--- src/rtl/nand_bridge_pkg.sv ---
package nand_bridge_pkg;
  typedef enum logic [1:0] {
    PH_IDLE  = 2'd0,
    PH_SETUP = 2'd1,
    PH_PULSE = 2'd2,
    PH_HOLD  = 2'd3
  } phase_e;

  localparam logic [2:0] OP_CMD   = 3'd0;
  localparam logic [2:0] OP_ADDR  = 3'd1;
  localparam logic [2:0] OP_ARMRD = 3'd2;
  localparam logic [2:0] OP_WDATA = 3'd3;

  function automatic logic [31:0] pack_rsp(input logic [7:0] b, input logic busy);
    return {8'h00, b, busy, 15'h0000};
  endfunction
endpackage

--- src/rtl/nand_phase_timer.sv ---
module nand_phase_timer #(
  parameter int CW = 4
) (
  input  logic          clk,
  input  logic          rst_n,
  input  logic          load,
  input  logic [CW-1:0] load_val,
  output logic          zero
);
  logic [CW-1:0] cnt_q;

  always_ff @(posedge clk or negedge rst_n) begin
    if (!rst_n)           cnt_q <= '0;
    else if (load)        cnt_q <= load_val;
    else if (cnt_q != '0) cnt_q <= cnt_q - 1'b1;
  end

  assign zero = (cnt_q == '0);
endmodule

--- src/rtl/nand_pin_seq.sv ---
module nand_pin_seq
  import nand_bridge_pkg::*;
#(
  parameter int SETUP_CYC = 2,
  parameter int PULSE_CYC = 3,
  parameter int HOLD_CYC  = 2
) (
  input  logic       clk,
  input  logic       rst_n,
  input  logic       start,
  input  logic       start_rd,
  input  logic       start_cle,
  input  logic       start_ale,
  input  logic [7:0] start_byte,
  output logic       busy,
  output logic       done,
  output logic       done_rd,
  output logic [7:0] rd_byte,
  output logic       cle,
  output logic       ale,
  output logic       we_n,
  output logic       re_n,
  output logic [7:0] io_out,
  output logic       io_oe,
  input  logic [7:0] io_in
);
  localparam int MAXC = (SETUP_CYC > PULSE_CYC) ?
                        ((SETUP_CYC > HOLD_CYC) ? SETUP_CYC : HOLD_CYC) :
                        ((PULSE_CYC > HOLD_CYC) ? PULSE_CYC : HOLD_CYC);
  localparam int CW = $clog2(MAXC + 1);
  localparam logic [CW-1:0] LD_SETUP = CW'(SETUP_CYC - 1);
  localparam logic [CW-1:0] LD_PULSE = CW'(PULSE_CYC - 1);
  localparam logic [CW-1:0] LD_HOLD  = CW'(HOLD_CYC - 1);

  phase_e        ph_q, ph_d;
  logic          rd_q, cle_q, ale_q;
  logic [7:0]    byte_q;
  logic          t_load, t_zero;
  logic [CW-1:0] t_val;

  nand_phase_timer #(.CW(CW)) u_timer (
    .clk(clk), .rst_n(rst_n), .load(t_load), .load_val(t_val), .zero(t_zero)
  );

  always_comb begin
    ph_d   = ph_q;
    t_load = 1'b0;
    t_val  = LD_SETUP;
    unique case (ph_q)
      PH_IDLE:  if (start)  begin ph_d = PH_SETUP; t_load = 1'b1; t_val = LD_SETUP; end
      PH_SETUP: if (t_zero) begin ph_d = PH_PULSE; t_load = 1'b1; t_val = LD_PULSE; end
      PH_PULSE: if (t_zero) begin ph_d = PH_HOLD;  t_load = 1'b1; t_val = LD_HOLD;  end
      PH_HOLD:  if (t_zero) begin ph_d = PH_IDLE; end
      default:  ph_d = PH_IDLE;
    endcase
  end

  always_ff @(posedge clk or negedge rst_n) begin
    if (!rst_n) begin
      ph_q    <= PH_IDLE;
      rd_q    <= 1'b0;
      cle_q   <= 1'b0;
      ale_q   <= 1'b0;
      byte_q  <= '0;
      rd_byte <= '0;
    end else begin
      ph_q <= ph_d;
      if (ph_q == PH_IDLE && start) begin
        rd_q   <= start_rd;
        cle_q  <= start_cle & ~start_rd;
        ale_q  <= start_ale & ~start_rd;
        byte_q <= start_byte;
      end
      if (ph_q == PH_PULSE && t_zero && rd_q) rd_byte <= io_in;
    end
  end

  assign busy    = (ph_q != PH_IDLE);
  assign done    = (ph_q == PH_HOLD) && t_zero;
  assign done_rd = done && rd_q;
  assign cle     = busy && cle_q;
  assign ale     = busy && ale_q;
  assign io_oe   = busy && !rd_q;
  assign io_out  = io_oe ? byte_q : 8'h00;
  assign we_n    = !((ph_q == PH_PULSE) && !rd_q);
  assign re_n    = !((ph_q == PH_PULSE) && rd_q);

  AST_STROBE_EXCL: assert property (@(posedge clk) disable iff (!rst_n)
    !(!we_n && !re_n));
  AST_LATCH_EXCL: assert property (@(posedge clk) disable iff (!rst_n)
    !(cle && ale));
  AST_IO_DRIVEN_ON_WE: assert property (@(posedge clk) disable iff (!rst_n)
    !we_n |-> io_oe);
  AST_IO_STABLE_ON_WE: assert property (@(posedge clk) disable iff (!rst_n)
    (!we_n && $past(!we_n)) |-> $stable(io_out));
  AST_START_FROM_IDLE: assert property (@(posedge clk) disable iff (!rst_n)
    start |-> !busy);
endmodule

--- src/rtl/nand_reg_bridge.sv ---
module nand_reg_bridge
  import nand_bridge_pkg::*;
#(
  parameter int SETUP_CYC = 2,
  parameter int PULSE_CYC = 3,
  parameter int HOLD_CYC  = 2
) (
  input  logic        clk,
  input  logic        rst_n,
  input  logic        req_valid,
  output logic        req_ready,
  input  logic        req_write,
  input  logic [31:0] req_wdata,
  output logic        rsp_valid,
  input  logic        rsp_ready,
  output logic [31:0] rsp_rdata,
  output logic        nand_ce_n,
  output logic        nand_cle,
  output logic        nand_ale,
  output logic        nand_we_n,
  output logic        nand_re_n,
  output logic [7:0]  nand_io_out,
  output logic        nand_io_oe,
  input  logic [7:0]  nand_io_in,
  input  logic        nand_rb_n
);
  logic       accept, armed_q, ce_q;
  logic [2:0] op;
  logic       op_strobes, seq_start;
  logic       seq_busy, seq_done, seq_done_rd;
  logic [7:0] seq_rbyte;

  assign op         = req_wdata[30:28];
  assign accept     = req_valid && req_ready;
  assign op_strobes = (op == OP_CMD) || (op == OP_ADDR) || (op == OP_WDATA);
  assign seq_start  = accept && (req_write ? op_strobes : armed_q);
  assign req_ready  = !seq_busy && !rsp_valid;
  assign nand_ce_n  = !ce_q;

  nand_pin_seq #(
    .SETUP_CYC(SETUP_CYC), .PULSE_CYC(PULSE_CYC), .HOLD_CYC(HOLD_CYC)
  ) u_seq (
    .clk(clk), .rst_n(rst_n),
    .start(seq_start), .start_rd(!req_write),
    .start_cle(op == OP_CMD), .start_ale(op == OP_ADDR),
    .start_byte(req_wdata[23:16]),
    .busy(seq_busy), .done(seq_done), .done_rd(seq_done_rd), .rd_byte(seq_rbyte),
    .cle(nand_cle), .ale(nand_ale), .we_n(nand_we_n), .re_n(nand_re_n),
    .io_out(nand_io_out), .io_oe(nand_io_oe), .io_in(nand_io_in)
  );

  always_ff @(posedge clk or negedge rst_n) begin
    if (!rst_n) begin
      ce_q      <= 1'b0;
      armed_q   <= 1'b0;
      rsp_valid <= 1'b0;
      rsp_rdata <= '0;
    end else begin
      if (rsp_valid && rsp_ready) rsp_valid <= 1'b0;
      if (accept && req_write) begin
        ce_q    <= req_wdata[31];
        armed_q <= (op == OP_ARMRD);
      end
      if (accept && !req_write && !armed_q) begin
        rsp_valid <= 1'b1;
        rsp_rdata <= pack_rsp(8'h00, !nand_rb_n);
      end
      if (seq_done_rd) begin
        rsp_valid <= 1'b1;
        rsp_rdata <= pack_rsp(seq_rbyte, !nand_rb_n);
      end
    end
  end

  AST_RSP_HOLD: assert property (@(posedge clk) disable iff (!rst_n)
    (rsp_valid && !rsp_ready) |=> (rsp_valid && $stable(rsp_rdata)));
  AST_NO_ACCEPT_STALLED: assert property (@(posedge clk) disable iff (!rst_n)
    rsp_valid |-> !req_ready);
  AST_RSP_ZERO_FIELDS: assert property (@(posedge clk) disable iff (!rst_n)
    rsp_valid |-> (rsp_rdata[31:24] == 8'h00 && rsp_rdata[14:0] == 15'h0));
  AST_DONE_ENDS_BUSY: assert property (@(posedge clk) disable iff (!rst_n)
    seq_done |=> !seq_busy);
endmodule

--- config.mk ---
export PLATFORM = sky130hd
export DESIGN_NAME = nand_reg_bridge
export DESIGN_NICKNAME = d
export VERILOG_FILES = /design/src/rtl/nand_bridge_pkg.sv /design/src/rtl/nand_phase_timer.sv /design/src/rtl/nand_pin_seq.sv /design/src/rtl/nand_reg_bridge.sv
export SDC_FILE = /design/constraint.sdc
export NUM_CORES = 1
export LEC_CHECK = 0
export CAP_MARGIN = 20
export CORE_UTILIZATION = 43
export DETAILED_ROUTE_END_ITERATION = 7
export GPL_TIMING_DRIVEN = 0
export PLACE_DENSITY = 0.85
export SYNTH_ARGS = -nofsm -noshare
export SYNTH_HDL_FRONTEND = slang
export SYNTH_SLANG_ARGS = --single-unit
--- constraint.sdc ---
create_clock -name clk -period 5.15 [get_ports clk]
set_input_delay 0.7725 -clock clk [delete_from_list [all_inputs] [get_ports clk]]
set_output_delay 0.7725 -clock clk [all_outputs]
set_load 0.005 [all_outputs]
==> results.md <==
### Placement
* 2.68 mm — Detail Placement HPWL
* 50 — Port-buffer cells
* 0.767 — final weighted congestion in routability-driven placement

### STA
* 0 — number of max-slew violations in the final report
* 2970 ps — final critical delay including setup and external delays
* 0 — hold violation count in the final report
* 765 ps — slew at the pin closest to its max-slew limit
* 49.0% — relative slew slack
* 0 ps — final setup TNS
* no — setup repair after global routing missed its margin
* 0 — number of setup violations in the final report
* 57.7% — final clock period utilization by the worst path
* 2.62 ps — worst clock skew
* 337 MHz — maximum clock rate

### Global routing
* 0 — gr ovfl total
* 17.9% — global-route usage over all layers
* 5.97 mm — wire length of the first global-routing pass
* 36 — largest net degree at the start of global routing
* 1316 — number of global-route vias before repair
* 0 — number of antenna violations at the first check in global routing

### Logic synthesis
* 0 — count of flip-flops with a built-in enable after synthesis
* sky130_fd_sc_hd__dfrtp_1 — cell type contributing the most total cell area after synthesis
* sky130_fd_sc_hd__dfrtp_1 — predominant post-synthesis flop cell
* 46.3% — sequential element share of the synthesized area
* 0 — Synth Warn #
* 1890 sq um — netlist area before placement
* sky130_fd_sc_hd__dfrtp_1, sky130_fd_sc_hd__mux2_2, sky130_fd_sc_hd__buf_4, sky130_fd_sc_hd__nand2_1, sky130_fd_sc_hd__ha_1 — top area cells in the synthesized netlist
* 35 — Seq cells post-synth
* 46.3% — Yosys top cell area share
* 34 — number of distinct library cell variants in the gate-level netlist after synthesis
* 174 — number of standard cells after synthesis
* 100% — share of flip-flops with an asynchronous set or reset after synthesis
* 10.9 sq um — syn_area_per_cell

### Routing
* 34 — iteration-0 DRC count of the detailed router
* 4.61 — detail-routed via count per cell
* 4 — Pre-antenna DRT Iters
* 0 — number of nets still failing antenna checks after routing
* 1401 — via count
* 3.68 mm — Post-Route WL
* 12.1 microns — Routed WL per cell
* 0 — final routed DRC violation total

### Clocking
* sky130_fd_sc_hd__clkbuf_8 — Clk Tree Root Cell
* 2 — total number of H-tree levels
* 0 — count of cells resized by post-cts repair
* 70 ps — Reg clk slew, reported paths
* 0 — hold_buf cts
* 0 — post-CTS repair timing setup buffer count
* 35 — clk sink count
* 5 — total clock buffers created by CTS
* built — TritonCTS clock tree
* 2 — buffer depth of the longest clock path
* 290 ps — later-pin clock latency in the skew report

### Critical path
* sky130_fd_sc_hd__clkdlybuf4s50_1 — library cell contributing the largest single delay on the critical path
* 2 — worst path bufs/invs
* 4380 ps — Critical Path RT
* reg -> out — kind of critical path
* inv_1, ha_1, nor2_1, and2_1, clkdlybuf4s50_1 — series of cell instances along the critical path
* flip-flop — element type at the critical path start
* simple AND/OR/NAND/NOR gates — largest delay contributor family on the critical path
* 2200 ps — Worst Path Arrival
* output port — nature of the critical path endpoint
* 500 ps — slowest stage delay, CP
* 9 — worst-path fanout max

### Die
* 68.4 microns — overall die height
* 68.4 microns — x dimension of the die
* 94 — boundary pin count
* 4120 sq um — placeable core region
* 4670 sq um — die area
* 23 — Std-Cell Rows
* 46.0% — effective utilization at floorplan

### Outcome
* completed — result of the run

### Layout
* 38.3% — growth of design area from synthesis to finish
* 23.2% — proportion of layout cells with a drive suffix above 1
* 305 — number of nets at the end of the flow
* 0 — antenna cell count

### Power and ir drop
* 0.350 mV — worst-case vdd ir drop
* 1.25 mW — Power, Total
* 476 nW/um^2 — PwrDens
* 1.25 nW — static power due to leakage

### Hold path
* reg -> reg — type of the worst min-delay path

### Run
* 0 — Max-cap violations

-- routing by layer --
layer	wire length (microns)	global-route usage, %	part of all wire [%]	vias up
li1	-	-	-	689
met1	1560	22.1	43	650
met2	1850	30.1	50	53
met3	210	4.50	5.7	9
met4	54	6.25	1.5	0
met5	0	0	0	-
-- state kept, by name, summed over array words and instances, names as in the netlist --
signal               flops
armed_q                  1
ce_q                     1
rsp_rdata                9
rsp_valid                1
u_seq.ale_q              1
u_seq.byte_q             8
u_seq.cle_q              1
u_seq.ph_q               2
u_seq.rd_byte            8
u_seq.rd_q               1
u_seq.u_timer.cnt_q      2
-- cell type report --
cell class,instances,area [sq um]
Inverter,8,30.0
Fill cell,341,1500
Timing Repair Buffer,50,495
Clock inverter,2,12.5
Multi-Input combinational cell,127,883
Sequential cell,35,876
Clock buffer,6,72.6
Buffer,26,186
Tap cell,50,62.6
-- where the power goes --
part / switching (mW) / leakage [nW] / internal, mW
Combinational: 0.243 / 0.768 / 0.359
Sequential: 0.0667 / 0.437 / 0.385
Clock: 0.0981 / 0.0412 / 0.0944
Total: 0.408 / 1.25 / 0.839
-- stage by stage --
| stage | instances | util, % | hold WS [ps] | worst slack [ps] | area [sq um] |
|---|---|---|---|---|---|
| 5_1_grt | 304 | 63.6 | 512 | 2000 | 2620 |
| 3_5_place_dp | 296 | 61.6 | 470 | 2450 | 2530 |
| 6_report | 304 | 63.6 | 484 | 2180 | 2620 |
| 3_3_place_gp | 296 | 61.7 | 456 | 2440 | 2540 |
| 2_1_floorplan | 196 | - | 444 | 3190 | 1980 |
| 4_1_cts | 304 | 63.6 | 484 | 2150 | 2620 |
-- cell usage in the layout, fill, tap and decap left out, types with 2 or more instances in the layout --
master and count:
sky130_fd_sc_hd__nor2_1 4, sky130_fd_sc_hd__o21ai_0 10, sky130_fd_sc_hd__nand2b_1 2, sky130_fd_sc_hd__dfrtp_1 35
sky130_fd_sc_hd__clkbuf_1 2, sky130_fd_sc_hd__nand2_1 22, sky130_fd_sc_hd__clkdlybuf4s50_1 49, sky130_fd_sc_hd__nand3_1 2
sky130_fd_sc_hd__a21oi_1 2, sky130_fd_sc_hd__and2_1 8, sky130_fd_sc_hd__buf_4 23, sky130_fd_sc_hd__mux2_2 21
sky130_fd_sc_hd__inv_1 8, sky130_fd_sc_hd__ha_1 6, sky130_fd_sc_hd__mux2i_1 4, sky130_fd_sc_hd__o211ai_1 2
sky130_fd_sc_hd__nor2b_1 5, sky130_fd_sc_hd__buf_2 3, sky130_fd_sc_hd__clkbuf_8 5, sky130_fd_sc_hd__conb_1 23
-- final timing paths --
| kind | cells past startpoint | slack (ps) | from | to |
|---|---|---|---|---|
| worst max-delay path | 5 | 2180 | u_seq.ph_q[0]$_DFFE_PN0P_ | nand_io_out[5] |
| worst min-delay path | 2 | 480 | u_seq.rd_byte[2]$_DFFE_PN0P_ | rsp_rdata[18]$_DFFE_PN0P_ |
| worst max register to register | 5 | 3310 | u_seq.ph_q[0]$_DFFE_PN0P_ | u_seq.byte_q[4]$_DFFE_PN0P_ |
| worst min register to register | 2 | 480 | u_seq.rd_byte[2]$_DFFE_PN0P_ | rsp_rdata[18]$_DFFE_PN0P_ |
| max in group asynchronous | 1 | 4110 | rst_n | rsp_rdata[17]$_DFFE_PN0P_ |
| min in group asynchronous | 1 | 550 | rst_n | u_seq.byte_q[7]$_DFFE_PN0P_ |
-- worst register-to-register path: stages, from the launching register on --
cell and delay [ps]:
sky130_fd_sc_hd__dfrtp_1 410, sky130_fd_sc_hd__inv_1 130, sky130_fd_sc_hd__ha_1 370, sky130_fd_sc_hd__nand3b_4 190
sky130_fd_sc_hd__nor2_8 250, sky130_fd_sc_hd__mux2_2 370
-- logic make-up (layout without fill, tap and decap cells) --
| family | count (synthesis) | after routing | share of synthesized area [%] |
|---|---|---|---|
| flops | 35 | 35 | 46.3 |
| fa+ha+maj | 6 | 6 | 3.97 |
| buf+inv | 34 | 92 | 11.4 |
| compound gates | 19 | 19 | 6.48 |
| simple gates | 53 | 53 | 16.6 |
| xor+xnor | 1 | 1 | 0.463 |
| other cells | 1 | 23 | 0.198 |
| mux | 25 | 25 | 14.6 |
-- synthesized netlist by cell type, types with 2 or more instances --
master,number
sky130_fd_sc_hd__and2_1,8
sky130_fd_sc_hd__mux2_2,21
sky130_fd_sc_hd__o211ai_1,2
sky130_fd_sc_hd__nand3_1,2
sky130_fd_sc_hd__inv_1,8
sky130_fd_sc_hd__a21oi_1,2
sky130_fd_sc_hd__buf_4,23
sky130_fd_sc_hd__ha_1,6
sky130_fd_sc_hd__buf_2,2
sky130_fd_sc_hd__nor2b_1,5
sky130_fd_sc_hd__mux2i_1,4
sky130_fd_sc_hd__dfrtp_1,35
sky130_fd_sc_hd__o21ai_0,10
sky130_fd_sc_hd__nand2_1,22
sky130_fd_sc_hd__nor2_1,4
sky130_fd_sc_hd__nand2b_1,2
No activity file was read; power rests on OpenSTA's default activity.
